$ cat src/rtl/wrlock_pkg.sv
package wrlock_pkg;

  typedef enum logic [2:0] {
    ST_IDLE = 3'd0,
    ST_G1   = 3'd1,
    ST_G2   = 3'd2,
    ST_D3   = 3'd3,
    ST_D4   = 3'd4,
    ST_D5   = 3'd5
  } step_e;

  typedef struct packed {
    logic hit;     // write matched the expected step
    logic arm;     // arming sequence completed
    logic disarm;  // clearing sequence completed
    logic abort;   // mismatch while a sequence was pending
  } evt_t;

  function automatic logic pair_eq(input logic [31:0] addr, input logic [31:0] key_addr,
                                   input logic [15:0] data, input logic [15:0] key_data);
    return (addr == key_addr) && (data == key_data);
  endfunction

endpackage

$ cat src/rtl/wrlock_match.sv
module wrlock_match
  import wrlock_pkg::*;
#(
  parameter int ADDR_W = 15,
  parameter int DATA_W = 8,
  parameter logic [ADDR_W-1:0] KEY_A = 15'h5555,
  parameter logic [ADDR_W-1:0] KEY_B = 15'h2AAA,
  parameter logic [DATA_W-1:0] D_FIRST  = 8'hAA,
  parameter logic [DATA_W-1:0] D_SECOND = 8'h55,
  parameter logic [DATA_W-1:0] D_ARM    = 8'hA0,
  parameter logic [DATA_W-1:0] D_EXT    = 8'h80,
  parameter logic [DATA_W-1:0] D_OFF    = 8'h20
) (
  input  logic              clk,
  input  logic              rst_n,
  input  logic              en,
  input  logic              flush,
  input  logic [ADDR_W-1:0] addr,
  input  logic [DATA_W-1:0] data,
  output evt_t              evt
);

  step_e step_q, step_nxt;
  logic  on_a, on_b;

  function automatic logic at(input logic [ADDR_W-1:0] a, input logic [ADDR_W-1:0] k,
                              input logic [DATA_W-1:0] d, input logic [DATA_W-1:0] kd);
    return pair_eq(32'(a), 32'(k), 16'(d), 16'(kd));
  endfunction

  assign on_a = (addr == KEY_A);
  assign on_b = (addr == KEY_B);

  always_comb begin
    step_nxt = ST_IDLE;
    evt      = '0;
    unique case (step_q)
      ST_IDLE: if (at(addr, KEY_A, data, D_FIRST))  begin evt.hit = 1'b1; step_nxt = ST_G1; end
      ST_G1:   if (at(addr, KEY_B, data, D_SECOND)) begin evt.hit = 1'b1; step_nxt = ST_G2; end
      ST_G2: begin
        if (on_a && data == D_ARM) begin
          evt.hit = 1'b1;
          evt.arm = en;
        end else if (on_a && data == D_EXT) begin
          evt.hit  = 1'b1;
          step_nxt = ST_D3;
        end
      end
      ST_D3:   if (at(addr, KEY_A, data, D_FIRST))  begin evt.hit = 1'b1; step_nxt = ST_D4; end
      ST_D4:   if (on_b && data == D_SECOND)        begin evt.hit = 1'b1; step_nxt = ST_D5; end
      ST_D5:   if (at(addr, KEY_A, data, D_OFF))    begin evt.hit = 1'b1; evt.disarm = en; end
      default: step_nxt = ST_IDLE;
    endcase
    evt.hit   = evt.hit & en;
    evt.abort = en & ~evt.hit & (step_q != ST_IDLE);
  end

  always_ff @(posedge clk or negedge rst_n) begin
    if (!rst_n)     step_q <= ST_IDLE;
    else if (flush) step_q <= ST_IDLE;
    else if (en)    step_q <= step_nxt;
  end

endmodule

$ cat src/rtl/wrlock_state.sv
module wrlock_state (
  input  logic clk,
  input  logic rst_n,
  input  logic arm,
  input  logic disarm,
  input  logic expire,
  output logic lock_q,
  output logic win_q
);

  logic lock_r = 1'b0;  // power-up value only; stands in for a non-volatile cell

  always_ff @(posedge clk) begin
    if (arm)         lock_r <= 1'b1;
    else if (disarm) lock_r <= 1'b0;
  end

  always_ff @(posedge clk or negedge rst_n) begin
    if (!rst_n)      win_q <= 1'b0;
    else if (arm)    win_q <= 1'b1;
    else if (expire || disarm) win_q <= 1'b0;
  end

  assign lock_q = lock_r;

endmodule

$ cat src/rtl/wrlock_gate.sv
module wrlock_gate
  import wrlock_pkg::*;
#(
  parameter int ADDR_W = 15,
  parameter int DATA_W = 8
) (
  input  logic              clk,
  input  logic              rst_n,
  input  logic              wr_stb,
  input  logic [ADDR_W-1:0] wr_addr,
  input  logic [DATA_W-1:0] wr_data,
  input  logic              win_expired,
  input  logic              hw_inhibit,
  output logic              lock_o,
  output logic              allow_o
);

  localparam logic [ADDR_W-1:0] KEY_A = ADDR_W'(15'h5555);
  localparam logic [ADDR_W-1:0] KEY_B = ADDR_W'(15'h2AAA);

  logic wr_valid, match_en, match_flush, win_open;
  logic arm_evt, disarm_evt, seq_abort;
  evt_t evt;

  assign wr_valid    = wr_stb & ~hw_inhibit;
  assign match_en    = wr_valid & ~win_open;
  assign match_flush = win_expired | win_open;

  wrlock_match #(
    .ADDR_W(ADDR_W), .DATA_W(DATA_W), .KEY_A(KEY_A), .KEY_B(KEY_B),
    .D_FIRST(DATA_W'(8'hAA)), .D_SECOND(DATA_W'(8'h55)), .D_ARM(DATA_W'(8'hA0)),
    .D_EXT(DATA_W'(8'h80)), .D_OFF(DATA_W'(8'h20))
  ) u_match (
    .clk(clk), .rst_n(rst_n), .en(match_en), .flush(match_flush),
    .addr(wr_addr), .data(wr_data), .evt(evt)
  );

  assign arm_evt    = evt.arm;
  assign disarm_evt = evt.disarm;
  assign seq_abort  = evt.abort;

  wrlock_state u_state (
    .clk(clk), .rst_n(rst_n), .arm(arm_evt), .disarm(disarm_evt),
    .expire(win_expired), .lock_q(lock_o), .win_q(win_open)
  );

  assign allow_o = wr_valid & (~lock_o | win_open);

endmodule

$ cat config.mk
export PLATFORM = sky130hd
export DESIGN_NAME = wrlock_gate
export DESIGN_NICKNAME = d
export VERILOG_FILES = /design/src/rtl/wrlock_pkg.sv /design/src/rtl/wrlock_match.sv /design/src/rtl/wrlock_state.sv /design/src/rtl/wrlock_gate.sv
export SDC_FILE = /design/constraint.sdc
export NUM_CORES = 1
export LEC_CHECK = 0
export BUFFER_PORTS_ARGS = -buffer_cell sky130_fd_sc_hd__buf_2
export CORE_AREA = 10 10 47 49
export DETAILED_ROUTE_END_ITERATION = 6
export DIE_AREA = 0 0 57 59
export MAX_ROUTING_LAYER = met4
export PLACE_DENSITY = 0.68
export SLEW_MARGIN = 30
export SYNTH_ARGS = -nofsm -noshare
export SYNTH_HDL_FRONTEND = slang
export SYNTH_SLANG_ARGS = --single-unit
$ cat constraint.sdc
create_clock -name clk -period 1.52 [get_ports clk]
set_input_delay 0.076 -clock clk [delete_from_list [all_inputs] [get_ports clk]]
set_output_delay 0.076 -clock clk [all_outputs]
set_load 0.1 [all_outputs]
=== After elaboration in Yosys (flattened, before gate mapping) ===
Index checks and enable logic that the tools add are counted.

* Register bits after elaboration: 5
* Bits of input ports: 28
* Output and inout bits: 2
* Logic and storage cells: 47

* Equal/unequal tests: 12
* Muxes and demuxes: 15
* Bitwise operators: 8
* Reduce and logical (&&, ||, !) cells: 9

{| class="wikitable"
|+ Operators with widths
! cell !! number
|-
| equality test 8 bit, second input constant || 3
|-
| equality test 15 x 14 -> 1 bit, second input constant || 1
|-
| equality test 15 bit, second input constant || 1
|-
| one-hot mux 3 bit (5 select lines) || 1
|-
| 2-to-1 mux 3 bit || 4
|-
| equality test 8 x 6 -> 1 bit, second input constant || 1
|-
| equality test 8 x 7 -> 1 bit, second input constant || 1
|-
| 2-to-1 mux 1 bit || 7
|-
| equality test 3 x 2 -> 1 bit, second input constant || 2
|-
| equality test 3 bit, second input constant || 2
|-
| 2-to-1 mux 2 bit || 3
|-
| logical AND 1 bit || 5
|-
| nonzero test 2 bit || 2
|-
| AND 1 bit || 3
|-
| equality test 3 x 1 -> 1 bit, second input constant || 1
|-
| zero test 3 bit || 1
|-
| inverter 1 bit || 3
|-
| bitwise OR 1 bit || 2
|-
| logical OR 1 bit || 1
|}

=== Logic depth before layout (Yosys ltp) ===
* Depth in word-level cells: 8
* Gate-level depth with buffers: 5
* Mapped depth without buffers: 5

=== Cells and area by module ===
From an unflattened synthesis, not the netlist that was laid out.

* Cells, all modules: 70
* Area total of the unflattened synthesis: 588.1 um^2

{| class="wikitable"
|+ By module, submodules not included
! module !! times used !! cells each !! area an instance (um^2) !! seq. area each (um^2)
|-
| wrlock_match || 1 || 59 || 484.2 || 75.1
|-
| wrlock_state || 1 || 6 || 67.6 || 45.0
|-
| wrlock_gate || 1 || 5 || 36.3 || 0.0
|}

=== Worst setup path before layout ===
No wires, ideal clock.

* Path type: reg-to-output
* Start point: register u_state.lock_r, in the netlist u_state.lock_q
* End point: output allow_o
* Arrival: 2977 ps
* Data required time: 1444 ps
* Setup slack: -1533 ps
* Stages on the path, launching flop included: 2
* Buffers on the path: 0
* Path through: dfxtp_1 -> a21boi_0

* Word-level cells in the longest chain between the ends: 3

{| class="wikitable"
|+ RTL lines
! what !! RTL line !! source
|-
| start: declaration || wrlock_state.sv:11 || <nowiki>logic lock_r = 1'b0;</nowiki>
|-
| start signal: assignment || wrlock_state.sv:14 || <nowiki>if (arm) lock_r <= 1'b1;</nowiki>
|-
| start signal: assignment || wrlock_state.sv:15 || <nowiki>else if (disarm) lock_r <= 1'b0;</nowiki>
|-
| inverter 1 bit || wrlock_gate.sv:47 || <nowiki>assign allow_o = wr_valid & (~lock_o | win_open);</nowiki>
|-
| bitwise OR 1 bit || wrlock_gate.sv:47 ||
|-
| AND 1 bit || wrlock_gate.sv:47 ||
|-
| end: declaration || wrlock_gate.sv:15 || <nowiki>output logic allow_o</nowiki>
|}

No other way between the ends.

=== Final worst setup path ===
* Start point: register u_match.step_q[0]
* End point: register u_match.step_q[2]

* Word-level cells in the longest chain between the ends: 4
* Elaborated cells on any way between the ends: 8
* Classes of those cells: eq/ne (4); mux (3); reduce/logical (1)

{| class="wikitable"
|+ RTL lines
! what !! RTL line !! source
|-
| start: declaration || wrlock_match.sv:23 || <nowiki>step_e step_q, step_nxt;</nowiki>
|-
| start signal: assignment || wrlock_match.sv:61 || <nowiki>else if (en) step_q <= step_nxt;</nowiki>
|-
| equality test 3 bit, or another cell as far along || wrlock_match.sv:37 || <nowiki>unique case (step_q)</nowiki>
|-
| one-hot mux 3 bit (5 select lines) (*) || wrlock_match.sv:37 ||
|-
| 2-to-1 mux 3 bit (*) || wrlock_match.sv:61 ||
|-
| 2-to-1 mux 3 bit (*) || wrlock_match.sv:60 || <nowiki>else if (flush) step_q <= ST_IDLE;</nowiki>
|}

Mark *: on every way between the ends. The rest lies on a longest branch, timed or not. The select of a mux whose other input is x is not followed.
A chain may end at the register's enable or synchronous reset.

==> results.md <==
* Outcome: finished clean
* Die area at 0.003363 mm^2
* Synth Area in Compound Gates at 0.1551
* Avg Cell Area, Syn at 8.522 um^2
* Register area share after synthesis at 0.2659
* Commonest non-fill, non-tap cell in the layout: buf_2
* Worst-path clk slew at 40 ps
* Ratio of cells with drive above 1 in the final layout at 0.4783
* Vias post-DR at 569
* Post-DRT Antenna Nets at 0
* Fin Hold WS at 67.34 ps
* Worst r2r path cells at 4
* Synth Instances at 53
* First DRT Iteration DRCs at 1
* Core Area at 0.001401 mm^2
* Largest net degree at the start of global routing at 7
* Port buffer count at 29
* Slew HR at 0.6779
* Synthesized flop and latch total at 5
* Placed Area at 665.6 um^2
* Multiplexer share of the synthesized area at 0.02216
* Cell Chain, Critical Path: o21ai_1 > nand3_1 > or4_4 > o211ai_2
* RSZ-0062 raised after global routing: false
* Hold Startpoint: win_expired
* CTS max path bufs at 2
* Finished Cell Area at 704.4 um^2
* TritonCTS clock tree: yes
* Fraction of the mapped netlist area in simple logic gates at 0.5485
* Synthesized cell area at 451.7 um^2
* Critical Path Sink Type: register
* Synth Area in XOR/XNOR at 0
* Synth Net Count at 81
* Yosys cell types at 24
* Worst VDD drop at 0.1893 mV
* Clock Skew at 3.687 ps
* Global-route wire length before repair at 2608 um
* Crit Path Max Fanout at 3
* Hold Vio Cnt, Final at 0
* CTS Sinks at 5
* Most frequent cells in the layout: buf_2, nand2_1, nor4bb_1
* Worst slew pin tran at 486.4 ps
* Final min period at 1377 ps
* Drt drc at 0
* Hold depth at 2
* Synth Warn # at 0
* Root Driver: clkbuf_4
* Share of the core filled with cells at 0.5027
* FF-to-FF Start: u_match.step_q[0]
* Num ports at 30
* Slew Limit Fails at 0
* Vias/cell at 5.269
* Rows at 14
* Setup TNS at 0 ps
* Post-detail-place hpwl at 1307 um
* Post-synthesis adder-cell area fraction at 0
* Starting density of the core at 0.3223
* N_diodes at 0
* Fmax at 0.7260 GHz
* H-tree depth at 1
* CP startpoint kind: register
* Total power at 0.3709 mW
* Nets at 121
* Die Y at 59 um
* Skew-Pair Late Insertion Delay at 240 ps
* Static Leak at 0.3165 nW
* Period utilisation layout at 0.9062
* WS Path Type: reg2reg
* Worst EP arrival at 1540 ps
* Critical path depth at 4
* Critical path required time at 1680 ps
* Num CTS Buffers at 3
* Pwr/cell area at 526.5 mW/mm^2
* Drt first pass iters at 3
* Area Growth Syn to Fin at 55.96%
* Chip width at 57 um
* Slowest CP cell: or4_4
* Routed len/inst at 13.61 um
* Largest family of logic cells by synthesized area: simple AND/OR/NAND/NOR gates
* Final setup fails at 0
* WP buf/inv at 0
* Max-cap violation count at 0
* Gr usage total at 0.09848
* Crit path max-delay family: simple AND/OR/NAND/NOR gates
* Worst reg2reg path endpoint: u_match.step_q[2]
* Initial antenna violation count at 0
* Hold EP: u_state.win_q
* Gr ovfl total at 0
* Reg2Reg Setup Slack at 140 ps
* Final wirelength at 1470 um
* GPL Wtd Cong at 0.7628
* Crit-path max cell delay at 520 ps
* Hold crit path type: in2reg
* Vias in the first global route at 669
flip-flops by register name (all words and copies together) (netlist names):
name / cells
u_match.step_q: 3
u_state.lock_q: 1
u_state.win_q: 1
Yosys cell counts:
master	number	area share
dfxtp_1	1	0.044
nor3_1	3	0.033
nor3b_1	2	0.033
or4_4	1	0.025
o21ai_0	1	0.011
and2b_1	1	0.017
o21ai_1	2	0.022
nor4_2	1	0.028
nor4bb_1	6	0.13
and4b_1	1	0.022
a22oi_1	2	0.033
nor2_1	3	0.025
o31ai_1	1	0.017
nor4_1	1	0.014
o211ai_2	2	0.055
nand4_1	2	0.028
a21boi_0	1	0.017
and4bb_2	2	0.055
nand2_1	9	0.075
nand3_1	4	0.044
inv_1	1	0.0083
dfrtp_1	4	0.22
mux2i_1	1	0.022
nand3b_1	1	0.017
worst register-to-register path, stage by stage (launching register included):
cell and delay [ps]:
dfrtp_1 360, o21ai_1 130, nand3_1 110, or4_4 520
o211ai_2 170
worst max path at each step:
stage	start	endpoint	slack [ps]
4_1_cts	u_state.win_q	allow_o	30
2_1_floorplan	u_state.lock_q	allow_o	40
3_3_place_gp	u_match.step_q[0]	u_match.step_q[2]	110
3_5_place_dp	u_match.step_q[0]	u_match.step_q[2]	90
6_report	u_match.step_q[0]	u_match.step_q[2]	140
5_1_grt	u_match.step_q[1]	u_match.step_q[2]	50
cell type report:
| class | instances | area, um^2 |
|---|---|---|
| multi-input cells | 47 | 339.1 |
| flip-flops and latches | 5 | 120.1 |
| well taps | 16 | 20.02 |
| inverters | 1 | 3.754 |
| clock buffers | 4 | 26.28 |
| repair buffers | 35 | 195.2 |
| fillers | 146 | 696.9 |
cells by family after synthesis:
family,count (synthesis)
AO/OA/AOI/OAI,9
buffers and inverters,1
flip-flops,5
multiplexers,1
AND/OR/NAND/NOR,37
where the power goes:
group | switching (mW) | internal (mW)
clock network | 0.0549 | 0.0993
logic | 0.0399 | 0.0436
registers | 0.000000000670 | 0.133
timing repair:
item	4_1_cts	5_1_grt
endpoints found under the setup margin	0	2
hold buffers	1	0
gates resized for setup	0	1
hold endpoints to repair	4	0
setup buffers	0	0
metrics by stage:
stage | instances | setup WS (ps)
finish | 108 | 142.6
CTS | 108 | 34.69
detailed placement | 103 | 86.29
global route | 108 | 47.46
floorplan | 53 | 38.07
global placement | 103 | 108.8
layer usage:
layer  vias up  part of all wire  GRT usage
li1        290                 -          -
met1       250              0.47     0.1078
met2        27              0.45     0.1504
met3         2             0.064    0.02790
met4         0             0.016    0.07047
met5         -                 0          -
Note: power is estimated with default switching activity, not from simulation.
